--- config.mk ---
export PLATFORM = sky130hd
export DESIGN_NAME = acu_core
export DESIGN_NICKNAME = d
export VERILOG_FILES = /design/src/rtl/acu_pkg.sv /design/src/rtl/acu_arith.sv /design/src/rtl/acu_logic.sv /design/src/rtl/acu_flags.sv /design/src/rtl/acu_core.sv
export SDC_FILE = /design/constraint.sdc
export NUM_CORES = 1
export LEC_CHECK = 0
export BUFFER_PORTS_ARGS = -buffer_cell sky130_fd_sc_hd__buf_2
export CELL_PAD_IN_SITES_DETAIL_PLACEMENT = 0
export CELL_PAD_IN_SITES_GLOBAL_PLACEMENT = 1
export CORE_AREA = 3 3 76 78
export CTS_CLUSTER_DIAMETER = 40
export CTS_CLUSTER_SIZE = 25
export DETAILED_ROUTE_END_ITERATION = 10
export DIE_AREA = 0 0 79 81
export GPL_ROUTABILITY_DRIVEN = 0
export PLACE_DENSITY_LB_ADDON = 0.3
export SLEW_MARGIN = 5
export SYNTH_ARGS = -nofsm -noshare
export SYNTH_HDL_FRONTEND = slang
export SYNTH_SLANG_ARGS = --single-unit
--- constraint.sdc ---
create_clock -name clk -period 3.5 [get_ports clk]
set_input_delay 0.35 -clock clk [delete_from_list [all_inputs] [get_ports clk]]
set_output_delay 0.35 -clock clk [all_outputs]
set_load 0.02 [all_outputs]
--- src/rtl/acu_pkg.sv ---
package acu_pkg;

    typedef enum logic [2:0] {
        OP_ADD = 3'b000,
        OP_SUB = 3'b001,
        OP_AND = 3'b010,
        OP_OR  = 3'b011,
        OP_XOR = 3'b100
    } acu_op_e;

    localparam int FLAG_W   = 8;
    localparam int FB_SIGN  = 7;
    localparam int FB_ZERO  = 6;
    localparam int FB_HALF  = 4;
    localparam int FB_PAR   = 2;
    localparam int FB_CARRY = 0;

    function automatic logic op_is_valid(input logic [2:0] code);
        return code <= 3'(OP_XOR);
    endfunction

    function automatic logic op_is_arith(input logic [2:0] code);
        return (code == 3'(OP_ADD)) || (code == 3'(OP_SUB));
    endfunction

endpackage

--- src/rtl/acu_arith.sv ---
module acu_arith #(
    parameter int W       = 8,
    parameter int HALF_AT = 4
) (
    input  logic [W-1:0] a,
    input  logic [W-1:0] b,
    input  logic         do_sub,
    output logic [W-1:0] res,
    output logic         carry,
    output logic         half
);
    logic [W-1:0]       b_eff;
    logic [W:0]         full_sum;
    logic [HALF_AT:0]   low_sum;

    always_comb begin
        // subtraction reuses the adder: a + ~b + 1
        b_eff    = do_sub ? ~b : b;
        full_sum = {1'b0, a} + {1'b0, b_eff} + {{W{1'b0}}, do_sub};
        low_sum  = {1'b0, a[HALF_AT-1:0]} + {1'b0, b_eff[HALF_AT-1:0]}
                 + {{HALF_AT{1'b0}}, do_sub};
        res      = full_sum[W-1:0];
        // carry out of the adder is the inverted borrow on subtract
        carry    = do_sub ? ~full_sum[W] : full_sum[W];
        half     = do_sub ? ~low_sum[HALF_AT] : low_sum[HALF_AT];
    end
endmodule

--- src/rtl/acu_logic.sv ---
module acu_logic
    import acu_pkg::*;
#(
    parameter int W = 8
) (
    input  logic [2:0]   code,
    input  logic [W-1:0] a,
    input  logic [W-1:0] b,
    output logic [W-1:0] res
);
    always_comb begin
        unique case (code)
            3'(OP_AND): res = a & b;
            3'(OP_OR):  res = a | b;
            default:    res = a ^ b;
        endcase
    end
endmodule

--- src/rtl/acu_flags.sv ---
module acu_flags
    import acu_pkg::*;
#(
    parameter int W = 8
) (
    input  logic [W-1:0]      res,
    input  logic              carry,
    input  logic              half,
    output logic [FLAG_W-1:0] flag_byte
);
    logic [W:0] par_chain;

    assign par_chain[0] = 1'b0;
    for (genvar gi = 0; gi < W; gi++) begin : g_par
        assign par_chain[gi+1] = par_chain[gi] ^ res[gi];
    end

    always_comb begin
        flag_byte           = '0;
        flag_byte[FB_SIGN]  = res[W-1];
        flag_byte[FB_ZERO]  = (res == '0);
        flag_byte[FB_HALF]  = half;
        flag_byte[FB_PAR]   = ~par_chain[W];
        flag_byte[FB_CARRY] = carry;
    end
endmodule

--- src/rtl/acu_core.sv ---
module acu_core
    import acu_pkg::*;
#(
    parameter int W = 8
) (
    input  logic              clk,
    input  logic              rst_n,
    input  logic [2:0]        op_sel,
    input  logic              exec,
    input  logic              acc_ld,
    input  logic [W-1:0]      acc_in,
    input  logic              opnd_ld,
    input  logic [W-1:0]      opnd_in,
    output logic [W-1:0]      acc_out,
    output logic [FLAG_W-1:0] flags_out
);
    localparam int HALF_AT = W / 2;

    typedef struct packed {
        logic [W-1:0]      acc;
        logic [W-1:0]      opnd;
        logic [FLAG_W-1:0] flg;
    } acu_state_t;

    acu_state_t st_d, st_q;

    logic [W-1:0]      arith_res, logic_res, alu_res;
    logic              arith_cy, arith_half, cy_sel, half_sel;
    logic [FLAG_W-1:0] new_flags;

    acu_arith #(.W(W), .HALF_AT(HALF_AT)) u_arith (
        .a      (st_q.acc),
        .b      (st_q.opnd),
        .do_sub (op_sel == 3'(OP_SUB)),
        .res    (arith_res),
        .carry  (arith_cy),
        .half   (arith_half)
    );

    acu_logic #(.W(W)) u_logic (
        .code (op_sel),
        .a    (st_q.acc),
        .b    (st_q.opnd),
        .res  (logic_res)
    );

    always_comb begin
        if (op_is_arith(op_sel)) begin
            alu_res  = arith_res;
            cy_sel   = arith_cy;
            half_sel = arith_half;
        end else begin
            alu_res  = logic_res;
            cy_sel   = 1'b0;
            half_sel = (op_sel == 3'(OP_AND));
        end
    end

    acu_flags #(.W(W)) u_flags (
        .res       (alu_res),
        .carry     (cy_sel),
        .half      (half_sel),
        .flag_byte (new_flags)
    );

    always_comb begin
        st_d = st_q;
        if (opnd_ld) begin
            st_d.opnd = opnd_in;
        end
        if (exec) begin
            if (op_is_valid(op_sel)) begin
                st_d.acc = alu_res;
                st_d.flg = new_flags;
            end
        end else if (acc_ld) begin
            st_d.acc = acc_in;
        end
    end

    always_ff @(posedge clk or negedge rst_n) begin
        if (!rst_n) begin
            st_q <= '0;
        end else begin
            st_q <= st_d;
        end
    end

    assign acc_out   = st_q.acc;
    assign flags_out = st_q.flg;

endmodule

==> metrics.md, run 1 <==
| Metric | Value |
|---|---|
| Post-Syn Area | `0.002053 mm^2` |
| Vias per cell | `5.060` |
| HPWL after DPL | `3770 um` |
| Commonest cells post-synth | `24 x ha_1, 23 x inv_1, 21 x dfrtp_1` |
| Post-synth top area cell | `dfrtp_1` |
| Worst-skew pair later-pin latency | `0.27 ns` |
| H-tree levels | `1` |
| Post-synth EDFFs | `0` |
| GRT Util Overall | `0.1598` |
| Clock sink count | `21` |
| Antenna diode count | `0` |
| DP Worst Slack | `0.2565 ns` |
| Drt pass-1 iters | `4` |
| Final Skew | `0.009938 ns` |
| Root buffer cell | `clkbuf_8` |
| Critical Path Fanout Max | `3` |
| Critical setup path kind | `in2reg` |
| Setup ws final | `0.5572 ns` |
| Pwr Density | `542.3 mW/mm^2` |
| CTS tree | `done` |
| Die W | `79 um` |
| Nets@finish | `315` |
| Synth area leaders | `dfrtp_1 26%, ha_1 15%, buf_4 5.9%, xnor2_1 5.5%, inv_1 4.2%` |
| Ys async rst share | `1.000` |
| Port bufs | `36` |
| Core ar. | `0.005140 mm^2` |
| GR Overflow Total | `0` |
| Iter 0 DRT Violations | `76` |
| Status | `completed` |
| Seq/Total Area, Yosys | `0.2559` |
| Synthesized flop and latch total | `21` |
| Clock transition at path regs | `0.09 ns` |
| Cell with the most instances after synthesis | `ha_1` |
| CP startpoint kind | `input pin` |
| Final hold violation count | `0` |
| Top Ports | `40` |
| Layout cells sized above 1 | `0.2226` |
| Standard-cell rows | `26` |
| Post-Route WL | `4876 um` |
| Vias in the first global route | `1,692` |
| DRT antenna net count | `0` |
| Die H | `81 um` |
| Wire length per cell | `14.56 um` |
| YS warnings | `0` |
| Fin. max-slew vios | `0` |
| Yosys top cell area share | `0.2559` |
| Setup_tns | `0 ns` |
| Drc violations | `0` |
| Post-CTS sizing | `0` |
| Fmax | `339.8 MHz` |
| Reg2Reg Depth | `12` |
| Initial Util | `0.3995` |
| CP arrival | `3.08 ns` |
| Via count | `1,695` |
| Final period utilization | `0.8408` |
| First-pass GRT wire length | `8010 um` |
| Total CTS buffers | `3` |
| Main synth FF type | `dfrtp_1` |
| Synth unique cells | `53` |
| Initial antenna violation count | `0` |
| RSZ-0062 raised after global routing | `false` |
| Final setup violation count | `0` |
| Mean post-synth cell area | `8.591 um^2` |
| Pin count of the biggest net entering global routing | `22` |
| Post-layout minimum cycle time | `2.943 ns` |
| Placed Instance Area | `0.002205 mm^2` |
| Die area | `0.006399 mm^2` |
| Area delta synth->final | `9.628%` |
| Setup Buffers After CTS | `0` |
| Cts hold-fix bufs | `0` |
| Max Buffers Root-to-Sink | `2` |
| Slew HR | `0.6046` |
| Worst min path class | `in2async` |
| Max IR drop VDD | `0.2040 mV` |
| Cells after synthesis | `239` |
| Final Cell Area | `0.002251 mm^2` |
| Worst Path Required | `3.64 ns` |
| Max cap viols | `0` |
| Crit end category | `flip-flop` |
| Pleak | `0.001127 uW` |
| Slew @ Worst Pin | `0.5931 ns` |
| Fillers | `556` |
## metal layers
layer,routed length [um],up-vias,global-route usage
met5,0,-,0
li1,-,856,-
met1,2326,808,0.2049
met3,164,2,0.01996
met4,25,0,0.04467
met2,2359,29,0.2828
## state kept, by name (all words and copies together) (netlist names)
| signal | cells |
|---|---|
| acc_out | 8 |
| st_q | 8 |
| flags_out | 5 |
## report_power, final
part,internal (uW),switching (uW)
Sequential,291,44.7
Clock,79.6,91.8
Combinational,336,378
## cell families after synthesis
family                     after synthesis  synth area share
and+or+nand+nor                         60            0.1475
other                                    1          0.001826
buffers and inverters                   48            0.1353
muxes                                    8           0.03961
DFF                                     21            0.2559
AOI/OAI and AO/OA                       61            0.1932
xor gates and xnor gates                15           0.07069
adders and majority gates               25            0.1560
## critical path: stages
cell	delay (ns)
buf_2	0.12
nor2_1	0.14
and2_1	0.20
xnor2_1	0.15
inv_1	0.08
fa_1	0.45
nor2b_4	0.14
o21ai_2	0.07
and2_4	0.18
xnor2_1	0.11
a222oi_1	0.39
xnor3_1	0.48
xnor2_1	0.14
o21ai_1	0.07
## cells in the final DEF (no fill, tap or decap), types with 9 or more instances in the layout
master and n:
buf_2 36, ha_1 24, inv_1 23, dfrtp_1 21, nand2_1 20, o21ai_0 17, a21oi_1 17, nor2_1 15
xnor2_1 13, buf_4 9
## layout make-up
cell class	count	area (um^2)	share of cell area
clock buffer	3	41.29	0.01834
multi-input combinational	172	1257	0.5586
clock inverter	1	5.005	0.002223
inverter	23	86.33	0.03835
timing repair buffer	45	247.7	0.1101
tap	70	87.58	0.03891
sequential	21	525.5	0.2335
## per-stage QoR
stage	power, uW	hold slack, ns	cells	utilization
after detailed placement	1059	0.3593	331	0.4289
after CTS	1234	0.05832	335	0.4379
after floorplan	940.3	0.05441	241	-
final	1221	0.03016	335	0.4379
after global placement	1060	0.3522	331	0.4289
after global routing	1328	0.07887	335	0.4379
## path summary, 6_finish.rpt
path	startpoint	end	slack, ns
worst min-delay path	rst_n	st_q[11]	0.03
worst max-delay path	op_sel[1]	flags_out[2]	0.56
max in group asynchronous	rst_n	st_q[15]	3.12
worst min register to register	flags_out[0]	flags_out[0]	0.50
min in group clk	opnd_in[6]	st_q[14]	0.27
worst max register to register	st_q[9]	flags_out[2]	0.59
Power figures use the tool's default switching activity.
==> run 2, diff against run 1 <==
ABC_AREA = 1   (was not set)
CORE_AREA = 3 3 81 83   (was 3 3 76 78)
DIE_AREA = 0 0 84 86   (was 0 0 79 81)
clock period = 2.65 ns   (was 3.5 ns; I/O delays follow)
==> run 2 against run 1 <==
First-iteration DRC count is 5.3% lower. Register-to-register slack worse by 0.40 ns. Clock power rose by 29%. Via count is 19% higher. Synthesized cell count rose by 23%. Die area is 13% higher. Global-route usage rose by 1.2 points. Utilization down 0.49 points. Critical path depth up 4. Flip-flop and latch count is the same. Routed wire length is 18% higher. Critical endpoint unchanged. Largest cell class unchanged.
==> metrics.md, run 2 <==
| Metric | Value |
|---|---|
| Wire length per cell | `13.81 um (was 14.56 um)` |
| Fin. max-slew vios | `0 (unchanged)` |
| Initial antenna violation count | `0 (unchanged)` |
| Final setup violation count | `0 (unchanged)` |
| Synth area leaders | `dfrtp_1 25%, ha_1 14%, nand2_1 13%, inv_1 7.3%, nand3_1 5.9% (was dfrtp_1 26%, ha_1 15%, buf_4 5.9%, xnor2_1 5.5%, inv_1 4.2%)` |
| Dominant combinational cell family by area after synthesis | `simple AND/OR/NAND/NOR gates (was compound AO/OA/AOI/OAI gates)` |
| Port bufs | `36 (unchanged)` |
| Setup_tns | `0 ns (unchanged)` |
| Die W | `84 um (was 79 um)` |
| Routing usage on met2 | `0.2957 (was 0.2828)` |
| Max cap viols | `0 (unchanged)` |
| Antenna diode count | `0 (unchanged)` |
| HPWL after DPL | `4631 um (was 3770 um)` |
| Die H | `86 um (was 81 um)` |
| Root buffer cell | `clkbuf_8 (unchanged)` |
| Post-layout minimum cycle time | `2.461 ns` |
| Critical setup path kind | `reg2reg (was in2reg)` |
| Grt peak-use layer | `met2 (unchanged)` |
| Iter 0 DRT Violations | `72 (was 76)` |
| Post-Syn Area | `0.002103 mm^2 (was 0.002053 mm^2)` |
| Top Ports | `40 (unchanged)` |
| Slew HR | `0.6499 (was 0.6046)` |
| Core ar. | `0.005921 mm^2 (was 0.005140 mm^2)` |
| Commonest cells post-synth | `71 x nand2_1, 41 x inv_1, 25 x nand3_1 (was 24 x ha_1, 23 x inv_1, 21 x dfrtp_1)` |
| Seq/Total Area, Yosys | `0.2499 (was 0.2559)` |
| CP arrival | `2.63 ns (was 3.08 ns)` |
| Synth Area in Adders | `0.1523 (was 0.1560)` |
| CP startpoint kind | `flip-flop (was input pin)` |
| First-pass GRT wire length | `9791 um (was 8010 um)` |
| Ys async rst share | `1.000 (unchanged)` |
| Area share of and/or/nand/nor cells after synthesis | `0.2808 (was 0.1475)` |
| Slew @ Worst Pin | `0.5252 ns (was 0.5931 ns)` |
| Area of the multi-input gates | `0.001351 mm^2 (was 0.001257 mm^2)` |
| Clock transition at path regs | `0.09 ns (about the same)` |
| Standard-cell rows | `28 (was 26)` |
| Reg2Reg Depth | `18 (was 12)` |
| GR Overflow Total | `0 (unchanged)` |
| DRT antenna net count | `0 (unchanged)` |
| Mean post-synth cell area | `7.154 um^2 (was 8.591 um^2)` |
| Fmax | `406.4 MHz` |
| Drc violations | `0 (unchanged)` |
| Crit end category | `flip-flop (unchanged)` |
| Synth Area in XOR/XNOR | `0.03748 (was 0.07069)` |
| Met1 Usage GRT | `0.2307 (was 0.2049)` |
| Max Buffers Root-to-Sink | `2 (unchanged)` |
| GRT Util Overall | `0.1714 (was 0.1598)` |
| Worst min path class | `in2reg (was in2async)` |
| Vias in the first global route | `1,912 (was 1,692)` |
| Pin count of the biggest net entering global routing | `22 (unchanged)` |
| Cells after synthesis | `294 (was 239)` |
| Met3 usage | `0.02978 (was 0.01996)` |
| Worst Path Required | `2.82 ns (was 3.64 ns)` |
| Status | `completed (unchanged)` |
| Final hold violation count | `0 (unchanged)` |
| Main synth FF type | `dfrtp_1 (unchanged)` |
| Max IR drop VDD | `0.3071 mV (was 0.2040 mV)` |
| Post-synth top area cell | `dfrtp_1 (unchanged)` |
| Critical Path Fanout Max | `3 (unchanged)` |
| Seq. cell area | `525.5 um^2 (unchanged)` |
| Initial Util | `0.3552 (was 0.3995)` |
| Pwr Density | `612.4 mW/mm^2 (was 542.3 mW/mm^2)` |
| Yosys top cell area share | `0.2499 (was 0.2559)` |
| Most common cell after layout, fill and taps aside | `nand2_1 (was buf_2)` |
| CTS tree | `done (unchanged)` |
| Synthesized flop and latch total | `21 (unchanged)` |
| Clock sink count | `21 (unchanged)` |
| Worst-skew pair later-pin latency | `0.27 ns (about the same)` |
| Synth Area in Compound Gates | `0.1338 (was 0.1932)` |
| Layout cells sized above 1 | `0.2945 (was 0.2226)` |
| Vias per cell | `4.811 (was 5.060)` |
| Cell with the most instances after synthesis | `nand2_1 (was ha_1)` |
| YS warnings | `0 (unchanged)` |
| Via count | `2,011 (was 1,695)` |
| Hold_ws | `0.2029 ns (was 0.03016 ns)` |
| Area delta synth->final | `21.89% (was 9.628%)` |
| Final period utilization | `0.9286` |
| Fillers | `637 (was 556)` |
| Post-Route WL | `5774 um (was 4876 um)` |
| Die area | `0.007224 mm^2 (was 0.006399 mm^2)` |
| Mux contribution to synthesized area | `0 (was 0.03961)` |
| Synth unique cells | `36 (was 53)` |
| Pleak | `0.001400 uW (was 0.001127 uW)` |
| Total CTS buffers | `3 (unchanged)` |
| H-tree levels | `1 (unchanged)` |
| Final Skew | `0.007231 ns (was 0.009938 ns)` |
| Post-synth EDFFs | `0 (unchanged)` |
| Nets@finish | `393 (was 315)` |
| Hold path depth | `3` |
| Most frequent cells in the layout | `66 x nand2_1, 38 x inv_1, 36 x buf_2, 25 x buf_4, 23 x ha_1 (was 36 x buf_2, 24 x ha_1, 23 x inv_1, 21 x dfrtp_1, 20 x nand2_1)` |
| Drt pass-1 iters | `4 (unchanged)` |
## run 2: where the power goes
part / internal, uW / switching, uW
clock network: 105 / 115
logic: 386 / 544
registers: 373 / 47.1
total: 863 / 707
## run 2: worst paths after layout
| check | startpoint | slack (ns) | end |
|---|---|---|---|
| hold reg to reg | flags_out[2] | 0.48 | flags_out[2] |
| max in group asynchronous | rst_n | 1.78 | flags_out[4] |
| min in group asynchronous | rst_n | 0.51 | st_q[14] |
| setup reg to reg | st_q[8] | 0.19 | flags_out[2] |
| setup / recovery | st_q[8] | 0.19 | flags_out[2] |
| hold / removal | opnd_in[7] | 0.20 | st_q[15] |
## run 2: cells by family after synthesis
group | after synthesis
compound gates | 46
xor+xnor | 9
fa+ha+maj | 25
buf+inv | 64
flops | 21
other cells | 1
simple gates | 128
## run 2: what timing repair did
item | 4_1_cts | 5_1_grt
endpoints found under the setup margin | 0 | 4
hold buffers | 1 | 0
setup buffers | 0 | 4
gates resized for setup | 0 | 16
hold endpoints to repair | 21 | 0
## run 2: layout make-up
class	count	share of cell area
inverters	45	0.06589
clock inverters	1	0.001952
well taps	75	0.03660
multi-input cells	211	0.5271
clock buffers	3	0.01611
flip-flops and latches	21	0.2050
repair buffers	62	0.1474
## run 2: per-stage QoR
stage	total power, uW	setup WS [ns]	utilization	area (um^2)	cells
6_report	1570	0.1893	0.4330	2564	418
2_1_floorplan	1067	0.02229	-	2128	296
3_5_place_dp	1299	-0.05951	0.4093	2424	409
3_3_place_gp	1292	-0.01113	0.4093	2424	409
4_1_cts	1530	0.07442	0.4189	2480	414
5_1_grt	1747	-0.03175	0.4330	2564	418
## run 2: worst max-delay path: stages (launching register included)
cell     delay [ns]
dfrtp_1        0.41
inv_2          0.08
nand3_1        0.09
nand2_2        0.09
inv_1          0.05
fa_2           0.51
nand2_1        0.07
nand2_2        0.10
ha_4           0.20
inv_2          0.06
nand3_2        0.07
nand3_1        0.10
nand2_1        0.07
nand2_1        0.08
nand3_2        0.10
nand3_1        0.10
nand3_1        0.09
nand3_2        0.06
nand2_1        0.04
## run 2: metal layers
| metal | vias up | share of wire |
|---|---|---|
| li1 | 1043 | - |
| met1 | 923 | 0.46 |
| met2 | 39 | 0.49 |
| met3 | 6 | 0.043 |
| met4 | 0 | 0.0078 |
| met5 | - | 0 |
==> run 3, diff against run 2 <==
CORE_AREA = 3 3 77 79   (was 3 3 81 83)
DIE_AREA = 0 0 80 82   (was 0 0 84 86)
GPL_TIMING_DRIVEN = 0   (was not set)
clock period = 3.2 ns   (was 2.65 ns; I/O delays follow)
==> run 3 against run 2 <==
Routed wire length decreased by 2.7%. Largest cell class unchanged. Non-clock buffer count decreased by 7. Power decreased by 21%. Flip-flop and latch count unchanged. Clock power decreased by 16%. Utilization increased by 2.0 points. Sequential share of layout area increased by 0.96 points.
==> metrics.md, run 3 (same netlist as run 2, synthesis figures left out) <==
| Metric | Value |
|---|---|
| CTS tree | `done (unchanged)` |
| Setup ws final | `0.1958 ns (was 0.1893 ns)` |
| Crit end category | `flip-flop (unchanged)` |
| Post-layout minimum cycle time | `3.004 ns` |
| Standard-cell rows | `27 (was 28)` |
| Max cap viols | `0 (unchanged)` |
| Beginning of the worst register-to-register path | `st_q[8] (unchanged)` |
| Total CTS buffers | `3 (unchanged)` |
| Sequential power share | `0.281 (was 0.267)` |
| Slew HR | `0.6408 (was 0.6499)` |
| Slew @ Worst Pin | `0.5387 ns (was 0.5252 ns)` |
| Final hold violation count | `0 (unchanged)` |
| Status | `completed (unchanged)` |
| Layout cells sized above 1 | `0.2381 (was 0.2945)` |
| Die area | `0.006560 mm^2 (was 0.007224 mm^2)` |
| Reg2reg setup slack | `0.52 ns (was 0.19 ns)` |
| Top Ports | `40 (unchanged)` |
| First-pass GRT wire length | `9156 um (was 9791 um)` |
| Critical Path Fanout Max | `10 (was 3)` |
| Wire length per cell | `13.77 um (was 13.81 um)` |
| Final Cell Area | `0.002449 mm^2 (was 0.002564 mm^2)` |
| Cts hold-fix bufs | `0 (was 1)` |
| Fmax | `332.9 MHz` |
| Largest stage delay, worst path | `0.45 ns (was 0.51 ns)` |
| Area delta synth->final | `16.42% (was 21.89%)` |
| Fillers | `589 (was 637)` |
| Iter 0 DRT Violations | `55 (was 72)` |
| Worst-skew pair later-pin latency | `0.26 ns (was 0.27 ns)` |
| Internal | `675.6 uW (was 863.2 uW)` |
| Worst min path class | `in2async (was in2reg)` |
| Slowest library cell on the worst path | `fa_1 (was fa_2)` |
| Placed Instance Area | `0.002381 mm^2 (was 0.002424 mm^2)` |
| Net Sw Frac | `0.4531 (was 0.4502)` |
| Vias in the first global route | `1,970 (was 1,912)` |
| Root buffer cell | `clkbuf_8 (unchanged)` |
| Worst Path Required | `3.40 ns (was 2.82 ns)` |
| Fin. max-slew vios | `0 (unchanged)` |
| Initial antenna violation count | `0 (unchanged)` |
| Nets@finish | `386 (was 393)` |
| Die W | `80 um (was 84 um)` |
| Pwr Density | `504.5 mW/mm^2 (was 612.4 mW/mm^2)` |
| Post-CTS sizing | `1 (was 0)` |
| Setup Buffers After CTS | `0 (unchanged)` |
| Clock transition at path regs | `0.09 ns (about the same)` |
| GRT Util Overall | `0.1805 (was 0.1714)` |
| Final period utilization | `0.9388` |
| Port bufs | `36 (unchanged)` |
| H-tree levels | `1 (unchanged)` |
| Post-Route WL | `5620 um (was 5774 um)` |
| Combinational share of power | `0.570 (was 0.592)` |
| Die H | `82 um (was 86 um)` |
| Max IR drop VDD | `0.2093 mV (was 0.3071 mV)` |
| Clock sink count | `21 (unchanged)` |
| Most frequent cells in the layout | `70 x nand2_1, 41 x inv_1, 37 x buf_2, 25 x nand3_1, 24 x ha_1 (was 66 x nand2_1, 38 x inv_1, 36 x buf_2, 25 x buf_4, 23 x ha_1)` |
| HPWL after DPL | `4391 um (was 4631 um)` |
| Cell mode on critical path | `nand2_1` |
| Drt pass-1 iters | `4 (unchanged)` |
| Max Buffers Root-to-Sink | `2 (unchanged)` |
| Pleak | `0.001359 uW (was 0.001400 uW)` |
| Clk network pwr share | `0.149 (was 0.140)` |
| Antenna diode count | `0 (unchanged)` |
| Most common cell after layout, fill and taps aside | `nand2_1 (unchanged)` |
| Drc violations | `0 (unchanged)` |
| RSZ-0062 raised after global routing | `false` |
| Crit-path cells | `buf_2 > nor2_2 > clkbuf_4 > nand2_4 > xor2_2 > fa_1 > nand2_1 > nand2_1 > ha_1 > inv_1 > nand3_1 > nand3_1 > nand2_1 > nand2_1 > nand3_2 > nand2_1 > nand2_1 > nand3_2 > nand3_2 > nand2_1 (was inv_2 > nand3_1 > nand2_2 > inv_1 > fa_2 > nand2_1 > nand2_2 > ha_4 > inv_2 > nand3_2 > nand3_1 > nand2_1 > nand2_1 > nand3_2 > nand3_1 > nand3_1 > nand3_2 > nand2_1)` |
| CP startpoint kind | `input pin (was flip-flop)` |
| Core ar. | `0.005405 mm^2 (was 0.005921 mm^2)` |
| Total power | `1235 uW (was 1570 uW)` |
| DRT antenna net count | `0 (unchanged)` |
| Initial Util | `0.3891 (was 0.3552)` |
| GR Overflow Total | `0 (unchanged)` |
| Critical setup path kind | `in2reg (was reg2reg)` |
| Crit path from | `op_sel[2] (was st_q[8])` |
| Final Skew | `0.006974 ns (was 0.007231 ns)` |
| CP arrival | `3.21 ns (was 2.63 ns)` |
| Sw power | `559.7 uW (was 706.9 uW)` |
| Pin count of the biggest net entering global routing | `22 (unchanged)` |
| Final setup violation count | `0 (unchanged)` |
| Via count | `1,980 (was 2,011)` |
| Vias per cell | `4.853 (was 4.811)` |
| DP Worst Slack | `-0.4266 ns (was -0.05951 ns)` |
[run 3: changes by cell type in the layout (fill, tap and decap cells not counted), sizes merged]
cell	change
clkbuf	+2
buf	-8
dlygate4sd3	-1
[run 3: routing by layer]
metal / part of all wire / global-route usage
met4: 0.025 / 0.07095
met1: 0.48 / 0.2313
met3: 0.037 / 0.01535
met2: 0.46 / 0.3137
met5: 0 / 0
[run 3: critical path, delay by kind of cell]
| family | cells | cell delay [ns] |
|---|---|---|
| fa+ha+maj | 2 | 0.79 |
| buf+inv | 3 | 0.54 |
| simple gates | 14 | 1.35 |
| xor+xnor | 1 | 0.19 |
[run 3: stage by stage]
step	hold WS, ns	utilization	instances	setup TNS [ns]
3_3_place_gp	0.3236	0.4405	404	-0.9439
2_1_floorplan	0.02441	-	296	0
3_5_place_dp	0.3328	0.4405	404	-0.8534
5_1_grt	0.04828	0.4530	408	0
6_report	0.02555	0.4530	408	0
4_1_cts	0.04295	0.4495	408	0
[run 3: final timing paths]
check,endpoint,cells past startpoint
max,flags_out[2],20
max in group asynchronous,st_q[10],1
min,st_q[14],1
max reg2reg,flags_out[2],19
min in group clk,st_q[12],3
min reg2reg,flags_out[0],2
[run 3: layout make-up]
cell class | instances | area, um^2 | area share
buffer | 19 | 136.4 | 0.05570
sequential | 21 | 525.5 | 0.2146
clock buffer | 3 | 41.29 | 0.01686
clock inverter | 1 | 5.005 | 0.002044
multi-input combinational | 211 | 1301 | 0.5314
timing repair buffer | 36 | 180.2 | 0.07358
inverter | 45 | 168.9 | 0.06898
tap | 72 | 90.09 | 0.03679
[run 3: power groups by stage]
stage          registers [uW]  clock network [uW]  logic, uW
5_1_grt                   354                 207        799
3_5_place_dp              352                   0        697
4_1_cts                   347                 190        702
2_1_floorplan             341                   0        540
6_report                  347                 184        705
3_3_place_gp              351                   0        690
